$ cat config.mk
export PLATFORM = sky130hd
export DESIGN_NAME = cwin_decoder
export DESIGN_NICKNAME = d
export VERILOG_FILES = /design/src/rtl/cwin_pkg.sv /design/src/rtl/cwin_regfile.sv /design/src/rtl/cwin_mapper.sv /design/src/rtl/cwin_lookup.sv /design/src/rtl/cwin_decoder.sv
export SDC_FILE = /design/constraint.sdc
export NUM_CORES = 1
export LEC_CHECK = 0
export ABC_AREA = 1
export CAP_MARGIN = 15
export CORE_MARGIN = 4
export CORE_UTILIZATION = 40
export DETAILED_ROUTE_END_ITERATION = 6
export MAX_ROUTING_LAYER = met4
export PLACE_DENSITY = 0.66
export SKIP_CTS_REPAIR_TIMING = 1
export SYNTH_ARGS = -nofsm -noshare
export SYNTH_HDL_FRONTEND = slang
export SYNTH_HIERARCHICAL = 1
export SYNTH_SLANG_ARGS = --single-unit
$ cat constraint.sdc
create_clock -name clk -period 2.4 [get_ports clk]
set_clock_uncertainty 0.05 [all_clocks]
set_input_delay 0.48 -clock clk [delete_from_list [all_inputs] [get_ports clk]]
set_output_delay 0.48 -clock clk [all_outputs]
set_load 0.05 [all_outputs]
$ cat src/rtl/cwin_pkg.sv
package cwin_pkg;

    localparam int CW_EN_BIT = 0;
    localparam int CW_SZ_LSB = 1;

    typedef enum logic [1:0] {
        SZ_256M = 2'b00,
        SZ_128M = 2'b01,
        SZ_64M  = 2'b10,
        SZ_RSVD = 2'b11
    } win_size_e;

    typedef struct packed {
        logic      en;
        win_size_e size;
    } win_ctl_t;

    function automatic logic size_reserved(win_size_e s);
        return s == SZ_RSVD;
    endfunction

    // lowest significant base bit: each size step halves the window
    function automatic int size_lsb(win_size_e s, int max_lsb);
        return max_lsb - int'(s);
    endfunction

endpackage

$ cat src/rtl/cwin_regfile.sv
module cwin_regfile #(
    parameter int          DATA_W      = 64,
    parameter logic [63:0] RESET_VALUE = 64'h0
) (
    input  logic                  clk,
    input  logic                  rst,
    input  logic                  wr_en,
    input  logic [DATA_W/8-1:0]   wr_be,
    input  logic [DATA_W-1:0]     wr_data,
    output logic [DATA_W-1:0]     q,
    output logic [DATA_W-1:0]     merged,
    output logic                  commit
);
    localparam int NBYTES = DATA_W / 8;

    assign commit = wr_en && (wr_be != '0);

    for (genvar b = 0; b < NBYTES; b++) begin : g_byte
        assign merged[b*8 +: 8] = wr_be[b] ? wr_data[b*8 +: 8] : q[b*8 +: 8];

        always_ff @(posedge clk) begin
            if (rst) begin
                q[b*8 +: 8] <= RESET_VALUE[b*8 +: 8];
            end else if (wr_en && wr_be[b]) begin
                q[b*8 +: 8] <= wr_data[b*8 +: 8];
            end
        end
    end

endmodule

$ cat src/rtl/cwin_mapper.sv
module cwin_mapper
    import cwin_pkg::*;
#(
    parameter int          ADDR_W      = 64,
    parameter int          MASK_HI     = 35,
    parameter int          MAX_LSB     = 28,
    parameter logic [63:0] RESET_VALUE = 64'h0
) (
    input  logic              clk,
    input  logic              rst,
    input  logic              commit,
    input  logic [ADDR_W-1:0] cand,
    output logic              map_en,
    output logic [ADDR_W-1:0] map_base,
    output logic [ADDR_W-1:0] map_lowmask,
    output logic              guest_err
);
    function automatic win_ctl_t ctl_of(logic [ADDR_W-1:0] v);
        win_ctl_t c;
        c.en   = v[CW_EN_BIT];
        c.size = win_size_e'(v[CW_SZ_LSB +: 2]);
        return c;
    endfunction

    function automatic logic [ADDR_W-1:0] keep_mask(int lsb);
        logic [ADDR_W-1:0] m;
        for (int i = 0; i < ADDR_W; i++) begin
            m[i] = (i <= MASK_HI) && (i >= lsb);
        end
        return m;
    endfunction

    function automatic logic [ADDR_W-1:0] low_mask(int lsb);
        logic [ADDR_W-1:0] m;
        for (int i = 0; i < ADDR_W; i++) begin
            m[i] = (i < lsb);
        end
        return m;
    endfunction

    localparam logic [ADDR_W-1:0] RST_V = RESET_VALUE[ADDR_W-1:0];

    win_ctl_t          cand_ctl;
    win_ctl_t          rst_ctl;
    logic [ADDR_W-1:0] cand_base, cand_low;
    logic [ADDR_W-1:0] rst_base, rst_low;

    always_comb begin
        cand_ctl  = ctl_of(cand);
        cand_base = cand & keep_mask(size_lsb(cand_ctl.size, MAX_LSB));
        cand_low  = low_mask(size_lsb(cand_ctl.size, MAX_LSB));
        rst_ctl   = ctl_of(RST_V);
        rst_base  = RST_V & keep_mask(size_lsb(rst_ctl.size, MAX_LSB));
        rst_low   = low_mask(size_lsb(rst_ctl.size, MAX_LSB));
    end

    always_ff @(posedge clk) begin
        if (rst) begin
            map_en      <= rst_ctl.en;
            map_base    <= rst_base;
            map_lowmask <= rst_low;
            guest_err   <= 1'b0;
        end else begin
            guest_err <= 1'b0;
            if (commit) begin
                if (size_reserved(cand_ctl.size)) begin
                    guest_err <= 1'b1;
                end else begin
                    map_en      <= cand_ctl.en;
                    map_base    <= cand_base;
                    map_lowmask <= cand_low;
                end
            end
        end
    end

endmodule

$ cat src/rtl/cwin_lookup.sv
module cwin_lookup #(
    parameter int ADDR_W = 64,
    parameter int OFF_W  = 28
) (
    input  logic              map_en,
    input  logic [ADDR_W-1:0] map_base,
    input  logic [ADDR_W-1:0] map_lowmask,
    input  logic [ADDR_W-1:0] addr,
    output logic              hit,
    output logic [OFF_W-1:0]  off
);
    logic [OFF_W-1:0] diff;

    always_comb begin
        hit  = map_en && ((addr & ~map_lowmask) == map_base);
        diff = addr[OFF_W-1:0] - map_base[OFF_W-1:0];
        off  = hit ? diff : '0;
    end

endmodule

$ cat src/rtl/cwin_decoder.sv
module cwin_decoder #(
    parameter int          ADDR_W      = 64,
    parameter int          MASK_HI     = 35,
    parameter int          MAX_LSB     = 28,
    parameter logic [63:0] RESET_VALUE = 64'h0000_0000_B000_0000
) (
    input  logic                  clk,
    input  logic                  rst,
    input  logic                  wr_en,
    input  logic [ADDR_W/8-1:0]   wr_be,
    input  logic [ADDR_W-1:0]     wr_data,
    output logic [ADDR_W-1:0]     rd_data,
    input  logic [ADDR_W-1:0]     lk_addr,
    output logic                  lk_hit,
    output logic [MAX_LSB-1:0]    lk_off,
    output logic                  guest_err
);
    localparam int OFF_W = MAX_LSB;

    logic [ADDR_W-1:0] merged;
    logic              commit;
    logic              map_en;
    logic [ADDR_W-1:0] map_base;
    logic [ADDR_W-1:0] map_lowmask;

    cwin_regfile #(
        .DATA_W      (ADDR_W),
        .RESET_VALUE (RESET_VALUE)
    ) i_regfile (
        .clk     (clk),
        .rst     (rst),
        .wr_en   (wr_en),
        .wr_be   (wr_be),
        .wr_data (wr_data),
        .q       (rd_data),
        .merged  (merged),
        .commit  (commit)
    );

    cwin_mapper #(
        .ADDR_W      (ADDR_W),
        .MASK_HI     (MASK_HI),
        .MAX_LSB     (MAX_LSB),
        .RESET_VALUE (RESET_VALUE)
    ) i_mapper (
        .clk         (clk),
        .rst         (rst),
        .commit      (commit),
        .cand        (merged),
        .map_en      (map_en),
        .map_base    (map_base),
        .map_lowmask (map_lowmask),
        .guest_err   (guest_err)
    );

    cwin_lookup #(
        .ADDR_W (ADDR_W),
        .OFF_W  (OFF_W)
    ) i_lookup (
        .map_en      (map_en),
        .map_base    (map_base),
        .map_lowmask (map_lowmask),
        .addr        (lk_addr),
        .hit         (lk_hit),
        .off         (lk_off)
    );

endmodule

==> out/results.tsv, run 1 <==
stage	metric	value	unit
critical_path	CP max FO	7	
critical_path	FF-to-FF End	i_mapper/map_lowmask[28]	
critical_path	CP Depth	9	
detailed_routing	via count	8371	
layout	share of layout cells above drive strength 1	19.54	%
floorplan	starting density of the core	40.95	%
critical_path	reg2reg start	i_regfile/q[1]	
clock_network	Root Buffer	clkbuf_16	
floorplan	# IOs	233	
power_and_ir_drop	Leak	6.077	nW
global_routing	GR Util All Layers	21.99	%
timing	number of hold violations in the final report	0	
detailed_routing	DRT iter0 DRCs	249	
timing	RSZ-0062 raised after global routing	yes	
outcome	failing checks	negative setup slack	
timing	Fmax	367.4	MHz
layout	Final #Nets	1827	
critical_path	crit path launch	lk_addr[28]	
synthesis	Avg Cell Area, Syn	5.943	µm²
global_routing	first-pass GRT wire length	37760	µm
critical_path	WP data arrival	2190	ps
critical_path	delay-heaviest family, CP	buffers and inverters	
timing	Worst-Margin Slew	602.9	ps
power_and_ir_drop	post-route total power	4.987	mW
floorplan	DIE AREA	22390	µm²
critical_path	Required @ worst endpoint	1870	ps
timing	Final setup viols	29	
outcome	status	finished with violations	
layout	synth-to-layout area growth	53.46	%
synthesis	Mapped Cells	1350	
place	DP Area	11440	µm²
detailed_routing	DRC violations left	0	
detailed_routing	final WL	24560	µm
clock_network	H-tree depth	3	
critical_path	critical path capture point type	primary output	
critical_path	Top cell by count, worst path	buf_12	
clock_network	Max clock buf depth	2	
detailed_routing	TritonRoute pass-1 iters	4	
timing	max_slew headroom	59.68	%
critical_path	worst path cell trace	clkdlybuf4s50_1 > nand2_1 > xor2_1 > nand3_1 > nor2_4 > nand3_4 > buf_12 > nor3_4 > buf_12	
detailed_routing	vias per cell	4.353	
timing	Final WS setup	-322.1	ps
global_routing	GRT overflow	0	
power_and_ir_drop	Max IR drop VDD	0.5597	mV
floorplan	core area	19590	µm²
place	PortBufs	232	
min_path	class of the worst hold path	register to register	
synthesis	Syn Std Cell Area	8023	µm²
global_routing	vias in the first global route	7896	
critical_path	CP Class	input pin to primary output	
layout	# diodes	0	
floorplan	chip height	149.6	µm
critical_path	crit path capture	lk_off[23]	
clock_network	clock latency at the later pin of the worst-skew pair	330	ps
place	RePlAce Congestion	0.9088	
critical_path	Critical Path Max Stage Delay	450	ps
detailed_routing	drt wl/cell	12.77	µm
critical_path	worst reg-to-reg setup slack	610	ps
global_routing	number of antenna violations at the first check in global routing	0	
run	# Max-Cap Violations	0	
critical_path	worst path bufs/invs	3	
detailed_routing	post-route ant nets	0	
critical_path	CP max-delay cell	clkdlybuf4s50_1	
synthesis	yosys warns	6	
clock_network	Reg clk slew, reported paths	60	ps
layout	Fillers	1869	
clock_network	clock sinks	85	
timing	Slew Viols, Final	0	
layout	final core utilization	62.85	%
place	HPWL Detailed	21010	µm
timing	Final TNS setup	-6752	ps
critical_path	Critical Path Start Type	input pin	
floorplan	Die Wd	149.6	µm
timing	min cycle time layout	2722	ps
global_routing	largest net degree at the start of global routing	40	
clock_network	cts bufs inserted	9	
critical_path	R2R depth	8	
clock_network	TritonCTS clock tree	done	
floorplan	row count	51	
timing	Period Utilization, post-route	113.4	%
min_path	Hold Crit Start	i_mapper/map_lowmask[30]	
layout	fin area	12310	µm²
power_and_ir_drop	PwrDens	405.1	nW/µm²
[metal layers]
metal  wire (µm)  track usage [%]  vias up
met5           0                -        -
met4         568            5.675        0
met3        1828            6.057       32
met2       12430            40.09      224
met1        9741            23.54     3591
li1            -                -     4524
[flip-flops by register name, indices dropped and copies added (netlist names)]
register and flops:
i_mapper/guest_err 1, i_mapper/map_base 12, i_mapper/map_en 1, i_mapper/map_lowmask 7, i_regfile/q 64
[area by class of cell]
class	count	area (µm²)	share of cell area (%)
clock inverters	1	30.03	0.2439
repair buffers	320	3415	27.73
clock buffers	15	257.7	2.093
flip-flops and latches	85	1709	13.88
multi-input cells	1030	5756	46.75
well taps	265	331.6	2.693
inverters	207	813.3	6.606
[how the worst min path moves through the flow]
stage | endpoint | depth (start not counted)
after detailed placement | i_mapper/map_lowmask[30] | 2
after global placement | i_mapper/map_lowmask[30] | 2
after floorplan | i_mapper/map_base[29] | 2
final | i_mapper/map_lowmask[30] | 2
after CTS | i_mapper/map_lowmask[30] | 2
after global routing | i_regfile/q[45] | 2
[tightest hold or removal path, cell delays in order, from the launching register on]
cell and delay, ps:
dfxtp_1 310, nand2_1 60, a21oi_1 50
[power breakdown]
| part | leakage [nW] | switching (mW) | total [mW] | internal (mW) |
|---|---|---|---|---|
| registers | 0.703 | 0.0563 | 1.56 | 1.51 |
| logic | 5.24 | 1.19 | 2.07 | 0.881 |
| clock network | 0.138 | 0.519 | 1.36 | 0.837 |
| total | 6.08 | 1.76 | 4.99 | 3.23 |
[cell usage in the layout, fill, tap and decap left out, types with 8 or more instances in the layout]
cell               n
nor2_2            25
inv_1            176
dlymetal6s2s_1    51
o21ai_1           20
nand2_2           28
a21oi_1           18
ha_1               9
conb_1           109
nand3_1           44
nor2_4            22
buf_12            33
xnor2_1            9
nor3_4            12
inv_2             23
nor2_1           207
a21oi_2           12
nand2_1          319
buf_4             83
nand3b_1          18
xor2_1            16
clkdlybuf4s50_1  144
dfxtp_1           81
ha_4              25
clkbuf_16          9
o21ai_0           82
nand2_8            8
[metrics by stage]
step / worst slack, ps / instances / hold slack [ps]
after floorplan: -226.6 / 1457 / 390.4
after global placement: -679.9 / 1904 / 401.9
after detailed placement: -707.4 / 1904 / 405.2
after CTS: -728.3 / 1920 / 414.7
after global routing: -442.0 / 1923 / 451.8
final: -322.1 / 1923 / 411.0
Power figures use the tool's default switching activity.
==> run 2, diff against run 1 <==
Settings changed: CORE_MARGIN 4 to 5, CTS_CLUSTER_DIAMETER from default to 80.
==> run 2 against run 1 <==
  * Clock-buffer cell count fell by 3
  * Combinational power rose by 5%
  * Design area rose by 2.7%
  * The run still ends with negative setup slack left
  * Wire length rose by 4.2%
  * Total power rose by 3.4%
==> out/results.tsv, run 2 (synthesis results as in run 1) <==
stage	metric	value	unit	change
outcome	status	finished with violations		unchanged
outcome	failing checks	negative setup slack		unchanged
global_routing	vias in the first global route	8168		was 7,896
critical_path	worst path cell trace	dlymetal6s2s_1 > ha_4 > nand2_4 > nor2_4 > and2_1 > nand2_1 > nand3_2 > nand2_1 > nand2_1 > nor2_1 > buf_4 > nor3_4 > buf_12		was clkdlybuf4s50_1 > nand2_1 > xor2_1 > nand3_1 > nor2_4 > nand3_4 > buf_12 > nor3_4 > buf_12
global_routing	largest net degree at the start of global routing	34		was 40
critical_path	Top cell by count, worst path	nand2_1		was buf_12
layout	commonest non-fill, non-tap cell in the layout	nand2_1		unchanged
critical_path	critical path capture point type	primary output		unchanged
place	PortBufs	232		unchanged
floorplan	DIE AREA	22990	µm²	was 22,390 µm²
power_and_ir_drop	Net Sw Power	1.833	mW	was 1.761 mW
detailed_routing	final WL	25590	µm	was 24,560 µm
layout	fin area	12650	µm²	was 12,310 µm²
global_routing	GRT overflow	0		unchanged
place	post-place setup slack	-734.0	ps	was -707.4 ps
timing	hold_ws	419.7	ps	was 411.0 ps
timing	min cycle time layout	2704	ps	was 2722 ps
layout	final core utilization	64.57	%	was 62.85%
global_routing	GR Util All Layers	22.07	%	was 21.99%
timing	Fmax	369.8	MHz	was 367.4 MHz
critical_path	crit path launch	lk_addr[7]		was lk_addr[28]
timing	Period Utilization, post-route	112.7	%	was 113.4%
floorplan	core area	19590	µm²	unchanged
power_and_ir_drop	Internal Power	3.323	mW	was 3.226 mW
layout	Fillers	1821		was 1,869
min_path	Cells on Worst Hold Path	2		unchanged
timing	Slew Viols, Final	0		unchanged
layout	Top reg by flops	i_regfile/q		unchanged
power_and_ir_drop	combinational power share	42.0	%	was 41.4%
layout	synth-to-layout area growth	57.67	%	was 53.46%
power_and_ir_drop	switching share of total power	35.55	%	was 35.31%
detailed_routing	vias per cell	4.393		was 4.353
clock_network	clock sinks	85		unchanged
floorplan	chip height	151.6	µm	was 149.6 µm
detailed_routing	via count	8532		was 8,371
critical_path	CP Class	input pin to primary output		unchanged
clock_network	clock latency at the later pin of the worst-skew pair	330	ps	about the same
critical_path	delay-heaviest family, CP	simple AND/OR/NAND/NOR gates		was buffers and inverters
critical_path	Critical Path Start Type	input pin		unchanged
critical_path	R2R depth	7		was 8
layout	Final #Nets	1844		was 1,827
clock_network	Max clock buf depth	2		unchanged
floorplan	starting density of the core	40.95	%	unchanged
min_path	Hold Crit Start	i_mapper/map_lowmask[26]		was i_mapper/map_lowmask[30]
timing	RSZ-0062 raised after global routing	yes		unchanged
critical_path	Required @ worst endpoint	1870	ps	about the same
place	HPWL Detailed	21400	µm	was 21,010 µm
floorplan	Die Wd	151.6	µm	was 149.6 µm
run	# Max-Cap Violations	0		unchanged
critical_path	CP max-delay cell	ha_4		was clkdlybuf4s50_1
power_and_ir_drop	Max IR drop VDD	0.5173	mV	was 0.5597 mV
clock_network	Reg clk slew, reported paths	60	ps	about the same
floorplan	# IOs	233		unchanged
clock_network	TritonCTS clock tree	done		unchanged
critical_path	CP Depth	13		was 9
clock_network	Root Buffer	clkbuf_16		unchanged
critical_path	reg2reg start	i_regfile/q[2]		was i_regfile/q[1]
min_path	class of the worst hold path	register to register		unchanged
detailed_routing	post-route ant nets	0		unchanged
detailed_routing	TritonRoute pass-1 iters	5		was 4
timing	Final WS setup	-303.8	ps	was -322.1 ps
power_and_ir_drop	clock power share	27.6	%	was 27.2%
detailed_routing	DRC violations left	0		unchanged
layout	most frequent cells in the layout	nand2_1, nor2_1, inv_1		unchanged
critical_path	worst path bufs/invs	3		unchanged
power_and_ir_drop	PwrDens	407.6	nW/µm²	was 405.1 nW/µm²
critical_path	Critical Path Max Stage Delay	320	ps	was 450 ps
layout	max reg flops	64		unchanged
timing	Final TNS setup	-6442	ps	was -6752 ps
detailed_routing	DRT iter0 DRCs	226		was 249
floorplan	row count	51		unchanged
timing	Worst-Margin Slew	609.5	ps	was 602.9 ps
timing	Final setup viols	29		unchanged
power_and_ir_drop	sequential share of power	30.4	%	was 31.4%
place	DP Area	11500	µm²	was 11,440 µm²
critical_path	CP max FO	4		was 7
detailed_routing	drt wl/cell	13.18	µm	was 12.77 µm
global_routing	first-pass GRT wire length	38740	µm	was 37,760 µm
critical_path	WP data arrival	2170	ps	was 2190 ps
clock_network	cts bufs inserted	9		unchanged
global_routing	number of antenna violations at the first check in global routing	1		was 0
layout	share of layout cells above drive strength 1	22.63	%	was 19.54%
clock_network	H-tree depth	3		unchanged
timing	number of hold violations in the final report	0		unchanged
power_and_ir_drop	Leak	6.199	nW	was 6.077 nW
timing	max_slew headroom	59.24	%	was 59.68%
place	RePlAce Congestion	0.9319		was 0.9088
layout	registers with the most flip-flops	i_regfile/q (64), i_mapper/map_base (12), i_mapper/map_lowmask (7)		unchanged
## run 2: cell count changes in the layout (fill, tap and decap cells not counted), moves of 6 or more
cell / before / now
nor2_4: 22 / 28
nand3_1: 44 / 36
nand3_2: 6 / 14
dlymetal6s2s_1: 51 / 44
nor2_1: 207 / 199
nand2_1: 319 / 311
buf_4: 83 / 100
## run 2: area by class of cell
| class | count | area [µm²] | share of cell area [%] |
|---|---|---|---|
| Multi-Input combinational cell | 1030 | 5942 | 46.97 |
| Timing Repair Buffer | 337 | 3533 | 27.93 |
| Sequential cell | 85 | 1708 | 13.50 |
| Inverter | 207 | 818.3 | 6.469 |
| Tap cell | 265 | 331.6 | 2.621 |
| Clock buffer | 12 | 266.5 | 2.107 |
| Clock inverter | 4 | 45.04 | 0.3561 |
| Antenna cell | 2 | 5.005 | 0.03956 |
## run 2: power by group through the flow
| stage | registers (mW) | clock network [mW] | logic [mW] |
|---|---|---|---|
| global route | 1.58 | 1.54 | 2.37 |
| global placement | 1.59 | 0 | 1.95 |
| CTS | 1.56 | 1.46 | 1.97 |
| finish | 1.57 | 1.42 | 2.17 |
| floorplan | 1.83 | 0 | 1.06 |
| detailed placement | 1.59 | 0 | 1.96 |
## run 2: worst paths after layout
kind,to,slack (ps)
min,i_mapper/map_lowmask[26],420
max reg2reg,i_mapper/map_base[26],700
max,lk_off[27],-300
min reg2reg,i_mapper/map_lowmask[26],420
## run 2: worst reg2reg max path: stages, from the launching register on
cell     delay (ps)
dfxtp_1         340
inv_1            40
o21ai_0         350
inv_1           160
ha_1            280
o21ai_0         210
nand2_1          80
a21oi_1         120
## run 2: through the flow
stage | cells | total power, mW
floorplan | 1457 | 2.898
CTS | 1928 | 4.995
finish | 1942 | 5.156
global placement | 1912 | 3.539
detailed placement | 1912 | 3.556
global route | 1941 | 5.487
## run 2: routing by layer
metal / share of wire (%) / up-vias / global-route usage, %
li1: - / 4560 / -
met2: 50 / 229 / 40.01
met1: 39 / 3706 / 24.12
met5: 0 / - / -
met3: 7.1 / 37 / 5.413
met4: 3.0 / 0 / 5.885
==> run 3, diff against run 2 <==
Settings changed: GPL_ROUTABILITY_DRIVEN from default to 0, HOLD_SLACK_MARGIN from default to 0.03.
==> run 3 against run 2 <==
  * The flow still finishes with violations (negative setup slack)
  * Design area barely moved
  * Wire length fell by 0.66%
  * Critical path depth fell by 2
  * Critical path type is now register to primary output
  * Highest routed layer unchanged
==> out/results.tsv, run 3 (synthesis results as in run 1) <==
stage	metric	value	unit	change
outcome	status	finished with violations		unchanged
outcome	failing checks	negative setup slack		unchanged
floorplan	core area	19590	µm²	unchanged
global_routing	first-pass GRT wire length	38990	µm	was 38,740 µm
detailed_routing	vias per cell	4.414		was 4.393
power_and_ir_drop	PwrDens	412.6	nW/µm²	was 407.6 nW/µm²
place	PortBufs	232		unchanged
timing	min cycle time layout	2696	ps	was 2704 ps
floorplan	chip height	151.6	µm	unchanged
global_routing	GRT overflow	0		unchanged
global_routing	vias in the first global route	8214		was 8,168
clock_network	H-tree depth	3		unchanged
layout	max reg flops	64		unchanged
global_routing	number of antenna violations at the first check in global routing	1		unchanged
floorplan	Die Wd	151.6	µm	unchanged
power_and_ir_drop	Leak	6.228	nW	was 6.199 nW
layout	synth-to-layout area growth	57.53	%	was 57.67%
power_and_ir_drop	Max IR drop VDD	0.5006	mV	was 0.5173 mV
clock_network	cts bufs inserted	9		unchanged
clock_network	TritonCTS clock tree	done		unchanged
run	# Max-Cap Violations	0		unchanged
critical_path	CP Class	register to primary output		was input pin to primary output
place	dpl cells	1921		was 1,912
clock_network	clock sinks	85		unchanged
floorplan	DIE AREA	22990	µm²	unchanged
timing	Worst-Margin Slew	590.2	ps	was 609.5 ps
layout	Layout Cells excl Fill	1948		was 1,942
critical_path	CP max FO	7		was 4
power_and_ir_drop	combinational power share	41.0	%	was 42.0%
detailed_routing	final WL	25420	µm	was 25,590 µm
power_and_ir_drop	clock power share	29.0	%	was 27.6%
critical_path	reg2reg start	i_regfile/q[2]		unchanged
layout	final core utilization	64.51	%	was 64.57%
timing	Final WS setup	-296.0	ps	was -303.8 ps
min_path	Hold Crit Start	i_mapper/map_lowmask[30]		was i_mapper/map_lowmask[26]
place	HPWL Detailed	21310	µm	was 21,400 µm
floorplan	starting density of the core	40.95	%	unchanged
layout	Top reg by flops	i_regfile/q		unchanged
power_and_ir_drop	sequential share of power	30.0	%	was 30.4%
floorplan	row count	51		unchanged
clock_network	Root Buffer	clkbuf_16		unchanged
layout	commonest non-fill, non-tap cell in the layout	nand2_1		unchanged
power_and_ir_drop	Internal Power	3.396	mW	was 3.323 mW
timing	number of hold violations in the final report	0		unchanged
detailed_routing	DRC violations left	0		unchanged
timing	Period Utilization, post-route	112.3	%	was 112.7%
power_and_ir_drop	Net Sw Power	1.819	mW	was 1.833 mW
layout	Final #Nets	1851		was 1,844
global_routing	GR Util All Layers	21.98	%	was 22.07%
critical_path	Critical Path Start Type	register		was input pin
timing	RSZ-0062 raised after global routing	yes		unchanged
floorplan	# IOs	233		unchanged
detailed_routing	post-route ant nets	0		unchanged
layout	most frequent cells in the layout	nand2_1, nor2_1, inv_1		unchanged
global_routing	largest net degree at the start of global routing	34		unchanged
detailed_routing	DRT iter0 DRCs	291		was 226
timing	max_slew headroom	60.53	%	was 59.24%
timing	Slew Viols, Final	0		unchanged
clock_network	Max clock buf depth	2		unchanged
layout	share of layout cells above drive strength 1	21.28	%	was 22.63%
critical_path	crit path launch	i_mapper/map_base[34]		was lk_addr[7]
detailed_routing	via count	8599		was 8,532
clock_network	clock latency at the later pin of the worst-skew pair	330	ps	about the same
power_and_ir_drop	post-route total power	5.215	mW	was 5.156 mW
timing	Fmax	370.9	MHz	was 369.8 MHz
clock_network	Reg clk slew, reported paths	60	ps	about the same
detailed_routing	drt wl/cell	13.05	µm	was 13.18 µm
critical_path	critical path capture point type	primary output		unchanged
timing	Final setup viols	29		unchanged
layout	registers with the most flip-flops	i_regfile/q (64), i_mapper/map_base (12), i_mapper/map_lowmask (7)		unchanged
critical_path	WP data arrival	2170	ps	about the same
min_path	class of the worst hold path	register to register		unchanged
detailed_routing	TritonRoute pass-1 iters	5		unchanged
critical_path	Required @ worst endpoint	1870	ps	about the same
place	post-place setup slack	-702.6	ps	was -734.0 ps
power_and_ir_drop	switching share of total power	34.87	%	was 35.55%
==> run 3: final cells by class <==
cell class              count  area [µm²]
well taps                 265       331.6
diodes                      1       2.502
multi-input cells        1030        5818
repair buffers            344        3620
clock inverters             3       67.56
flip-flops and latches     85        1713
inverters                 207       825.8
fillers                  1806        6952
clock buffers              13       260.3
==> run 3: final timing paths <==
path	to	slack (ps)	cells past startpoint
worst max register to register	i_mapper/map_base[29]	670	8
worst min-delay path	i_mapper/map_lowmask[30]	410	2
worst max-delay path	lk_off[23]	-300	11
worst min register to register	i_mapper/map_lowmask[30]	410	2
==> run 3: stage by stage <==
stage                     setup TNS [ps]  hold slack (ps)  instance area (µm²)
after global routing              -10600            438.7                12640
after CTS                         -17090            418.7                11900
after detailed placement          -16830            409.6                11570
after floorplan                   -438.8            390.4                 8825
final                              -7103            414.0                12640
after global placement            -16450            406.8                11570
==> run 3: power groups by stage <==
stage	sequential, mW	clock (mW)	combinational (mW)
detailed placement	1.59	0	1.97
finish	1.56	1.51	2.14
global placement	1.59	0	1.96
CTS	1.56	1.55	1.98
global route	1.58	1.61	2.34
floorplan	1.83	0	1.06
==> run 3: critical path: stages (launching register included) <==
cell and delay, ps:
dfxtp_4 360, nand3b_1 100, o21ai_1 60, nor2_1 100, nand2_1 120, nor2_1 120, nand2_1 80, nor2_2 150
nand3_4 130, buf_12 180, nor3_4 260, buf_12 170
==> run 3: routing by layer <==
layer	vias to the layer above	wire [µm]	track usage (%)
met4	0	763	6.559
met2	261	13000	40.34
met1	3717	9777	23.28
met3	43	1882	5.473
li1	4578	-	-
met5	-	0	-
